`config.mk`:
```
export PLATFORM = sky130hd
export DESIGN_NAME = dfa_table_engine
export DESIGN_NICKNAME = d
export VERILOG_FILES = /design/src/rtl/dfa_table_engine.sv
export SDC_FILE = /design/constraint.sdc
export NUM_CORES = 2
export LEC_CHECK = 0
export BUFFER_PORTS_ARGS = -buffer_cell sky130_fd_sc_hd__buf_2
export CORE_ASPECT_RATIO = 1.2
export CORE_MARGIN = 2
export CORE_UTILIZATION = 54
export CTS_CLUSTER_DIAMETER = 60
export DETAILED_ROUTE_END_ITERATION = 10
export PLACE_DENSITY = 0.69
export SYNTH_ARGS = -nofsm -noshare
export SYNTH_HDL_FRONTEND = slang
export SYNTH_SLANG_ARGS = --single-unit
```
`constraint.sdc`:
```
create_clock -name clk -period 3.2 [get_ports clk]
set_clock_uncertainty 0.05 [all_clocks]
set_input_delay 0.32 -clock clk [delete_from_list [all_inputs] [get_ports clk]]
set_output_delay 0.32 -clock clk [all_outputs]
set_load 0.005 [all_outputs]
```
`src/rtl/dfa_table_engine.sv`:
```
module dfa_table_engine #(
  parameter int ST_W  = 4,
  parameter int CLS_W = 6
) (
  input  logic                  clk,
  input  logic                  rst_n,
  input  logic                  run_en,
  input  logic                  start,
  input  logic                  sym_valid,
  input  logic [CLS_W-1:0]      sym_cls,
  input  logic                  ld_we,
  input  logic [1:0]            ld_kind,
  input  logic [CLS_W+ST_W-1:0] ld_addr,
  input  logic [ST_W-1:0]       ld_data,
  output logic [ST_W-1:0]       state,
  output logic                  accept,
  output logic                  ld_err
);
  localparam int AW     = CLS_W + ST_W;
  localparam int DEPTH  = 1 << AW;
  localparam int NSTATE = 1 << ST_W;

  logic [ST_W-1:0]   tbl [DEPTH];
  logic [NSTATE-1:0] acc_q;
  logic [ST_W-1:0]   start_q;

  wire consume = run_en && sym_valid && !start;
  wire ld_ok   = ld_we && !run_en;

  // loader port
  always_ff @(posedge clk)
    if (ld_ok && ld_kind == 2'd0) tbl[ld_addr] <= ld_data;

  always_ff @(posedge clk or negedge rst_n)
    if (!rst_n) begin
      acc_q   <= '0;
      start_q <= '0;
      ld_err  <= 1'b0;
    end else begin
      ld_err <= ld_we && run_en;
      if (ld_ok && ld_kind == 2'd1) acc_q[ld_addr[ST_W-1:0]] <= ld_data[0];
      if (ld_ok && ld_kind == 2'd2) start_q <= ld_data;
    end

  // engine port: registered read is the state
  always_ff @(posedge clk or negedge rst_n)
    if (!rst_n)        state <= '0;
    else if (start)    state <= start_q;
    else if (consume)  state <= tbl[{sym_cls, state}];

  assign accept = acc_q[state];

  a_r3_hold: assert property (@(posedge clk) disable iff (!rst_n)
    (!start && !(run_en && sym_valid)) |=> $stable(state));

  a_r4_start: assert property (@(posedge clk) disable iff (!rst_n)
    start |=> state == $past(start_q));

  a_r7_err_set: assert property (@(posedge clk) disable iff (!rst_n)
    (ld_we && run_en) |=> ld_err);

  a_r7_err_clr: assert property (@(posedge clk) disable iff (!rst_n)
    !(ld_we && run_en) |=> !ld_err);

  a_r7_no_load: assert property (@(posedge clk) disable iff (!rst_n)
    run_en |=> ($stable(start_q) && $stable(acc_q)));

  always_comb
    if (!rst_n) a_r1_reset: assert (state == '0 && !ld_err);
endmodule

```
==> metrics <==
post-route ant nets=0; design area=0.191 mm2; RSZ-0062 raised after global routing=yes; sequential fraction of the synthesis area=0.753; Layout Utilization=0.631; TritonCTS Sinks=4,121; Synth Net Count=8,683; row count=221; WL per Instance=around 36 um; ys async rst share=0.00607; first-pass GRT wire length=703,000 um; largest area contributor in the netlist=edfxtp_1; hold path start=sym_cls[3]; WHS Path Cells=4; final wirelength=505,000 um; Synth area leaders=edfxtp_1, mux4_2, mux2i_1; Die Width=507 um; share of cells above drive strength 1=0.266; cells on worst reg2reg path=10; initial antenna violation count=39; Final Hold Viols=0; synthesized flop and latch total=4,121; Static Leak=between 60 and 70 nW; min-delay worst type=input port to flip-flop; max incr delay on CP=about 0.9 ns; Placer Congestion=around 0.97; YS warnings=0; non-filler cells, final=13,900; failing checks=negative setup slack; Max Slew Vio Count=0; port bufs=33; DR pass1 iterations=6; # placed instances=13,100; Vias=approximately 94,000; drt first-iter violations=14,900; CP Launch Type=flip-flop; mapped cell area=around 0.16 mm2; crit path time final=between 3 and 4 ns; critical path arrival=4.43 ns; Initial Utilization=0.543; CP Cell Sequence=buf_12 > buf_16 > buf_4 > mux4_2 > a22oi_1 > a21oi_1 > o41ai_1 > a2111oi_0 > nor2_1 > a32oi_1; Final period util=1.15; post-DR vias/cell=6.77; Die Footprint=just over 0.3 mm2; top cell type's share of synthesized area=0.750; Hold Path End=state[0]$_DFFE_PN0P_; Crit-path slowest cell=o41ai_1; Die Height=608 um; clk root buf=clkbuf_16; Crit Path Category=flip-flop to flip-flop; GRT Util Overall=0.324; DP HPWL=328,000 um; most common library cells after synthesis=edfxtp_1, nor2_1, mux4_2; worst path required time=a little under 4 ns; DRC errors left=0; Reg2Reg Launch Point=state[0]$_DFFE_PN0P_; total grt overflow=0; clock slew at reported path FFs=0.07 ns; I/O Pins=34; fmax=272 MHz; Placeable Area=0.302 mm2; EDFF count, synth=4,096; # nets final=9,570; Avg Cell Area, Syn=19.0 um2; most common cell in the netlist=edfxtp_1; Synth Instances=8,655; worst reg2reg setup slack=-0.48 ns; Clock Latency Late Sink=0.96 ns; Setup crit end kind=flip-flop; DP Area=about 0.18 mm2; outcome=finished with violations; pwr dens=692 mW/mm2; number of CTS-inserted buffers=396; top_reg_cell synth=edfxtp_1; vias in the first global route=just over 90,000; setup violators final=5; slew margin rel.=0.363; setup ws final=-0.478 ns; Cell variety after synth=74; FF-to-FF End=state[2]$_DFFE_PN0P_; max cap viols=0; largest net degree at the start of global routing=135; TritonCTS clock tree=done; WHS=0.106 ns; Max VDD drop=500 uV; Worst Max-Slew Pin Slew=around 0.94 ns; maximum fanout along the worst path=7; clock tree buffer depth=4; Area Growth Syn to Fin=16.2%; htree depth=5
cells in the final DEF, fill, tap and decap left out, types with 20 or more instances in the layout:
| cell | instances |
|---|---|
| nand3_1 | 46 |
| clkinvlp_4 | 20 |
| nor3_1 | 79 |
| a21oi_1 | 138 |
| buf_12 | 202 |
| clkbuf_16 | 398 |
| clkinv_1 | 69 |
| nand2_4 | 28 |
| nand4_1 | 31 |
| a22oi_1 | 57 |
| dfrtp_1 | 21 |
| clkinv_2 | 76 |
| edfxtp_1 | 4096 |
| mux2_2 | 47 |
| nand2_1 | 227 |
| clkbuf_1 | 72 |
| mux4_2 | 760 |
| o22ai_1 | 168 |
| o21ai_0 | 49 |
| bufinv_16 | 46 |
| a211oi_1 | 35 |
| a31oi_1 | 23 |
| diode_2 | 32 |
| mux2i_1 | 552 |
| dlygate4sd3_1 | 22 |
| buf_4 | 818 |
| o221ai_1 | 197 |
| and2_1 | 24 |
| buf_2 | 27 |
| nor4_1 | 26 |
| nor2_1 | 1097 |
cell families (layout without fill, tap and decap cells):
logic type | after synthesis | count (layout) | share of synthesized area
muxes | 1382 | 1382 | 0.144
buffers and inverters | 635 | 1845 | 0.0236
and+or+nand+nor | 1676 | 1676 | 0.0424
DFF | 4121 | 4121 | 0.753
other | 0 | 32 | 0
AOI/OAI and AO/OA | 841 | 841 | 0.0362
what timing repair did:
item / CTS / global route
hold buffers: 22 / 0
setup buffers: 34 / 17
setup endpoints to repair: 5 / 5
hold endpoints to repair: 221 / 0
pin swaps: 19 / 24
cloned: 8 / 0
gates resized for setup: 105 / 65
metrics by stage:
step                      setup WS, ns  TNS, ns  power, mW
after floorplan                  0.214        0       74.1
after global placement           -1.17    -3.47       84.1
after detailed placement         -1.16    -3.42       84.3
after CTS                       -0.430    -1.45        131
after global routing            -0.494    -1.89        135
final                           -0.478    -1.74        132
registers in the layout (all words and copies together), names as in the netlist:
register	flops
tbl	4096
ld_err	1
state	4
acc_q	16
start_q	4
power by group:
group          internal, mW  leakage [nW]  switching [mW]  total [mW]
Combinational          11.1          17.4            14.2        25.3
Sequential             59.4          37.1          0.0726        59.4
Clock                  26.8          6.28            20.4        47.1
layer usage:
| metal | GRT usage | wire (um) | up-vias |
|---|---|---|---|
| met5 | 0.00187 | 171 | - |
| met4 | 0.200 | 35800 | 14 |
| met3 | 0.0733 | 57700 | 1407 |
| met2 | 0.511 | 240000 | 7018 |
| met1 | 0.410 | 170000 | 48600 |
| li1 | - | - | 37100 |
how the worst max path moves through the flow:
| stage | from | end | cells past startpoint |
|---|---|---|---|
| 2_1_floorplan | state[0]$_DFFE_PN0P_ | accept | 9 |
| 3_3_place_gp | state[0]$_DFFE_PN0P_ | state[1]$_DFFE_PN0P_ | 13 |
| 3_5_place_dp | state[0]$_DFFE_PN0P_ | state[2]$_DFFE_PN0P_ | 13 |
| 4_1_cts | state[0]$_DFFE_PN0P_ | accept | 8 |
| 5_1_grt | state[0]$_DFFE_PN0P_ | state[2]$_DFFE_PN0P_ | 14 |
| 6_report | state[0]$_DFFE_PN0P_ | state[2]$_DFFE_PN0P_ | 10 |
final cells by class:
| class | instances | area, um2 |
|---|---|---|
| Antenna cell | 32 | 80.1 |
| Clock buffer | 477 | 10300 |
| Clock inverter | 244 | 2560 |
| Inverter | 10 | 50.0 |
| Tap cell | 4014 | 5020 |
| Multi-Input combinational cell | 3899 | 37500 |
| Sequential cell | 4121 | 124000 |
| Fill cell | 20200 | 112000 |
| Timing Repair Buffer | 1114 | 11500 |
worst max-delay path: cells and delay by family (launching register included):
family / cells / cell delay, ns
AO/OA/AOI/OAI: 5 / 1.71
buffers and inverters: 3 / 0.51
multiplexers: 1 / 0.51
flip-flops: 1 / 0.50
AND/OR/NAND/NOR: 1 / 0.24
Note: power is estimated with default switching activity, not from simulation.
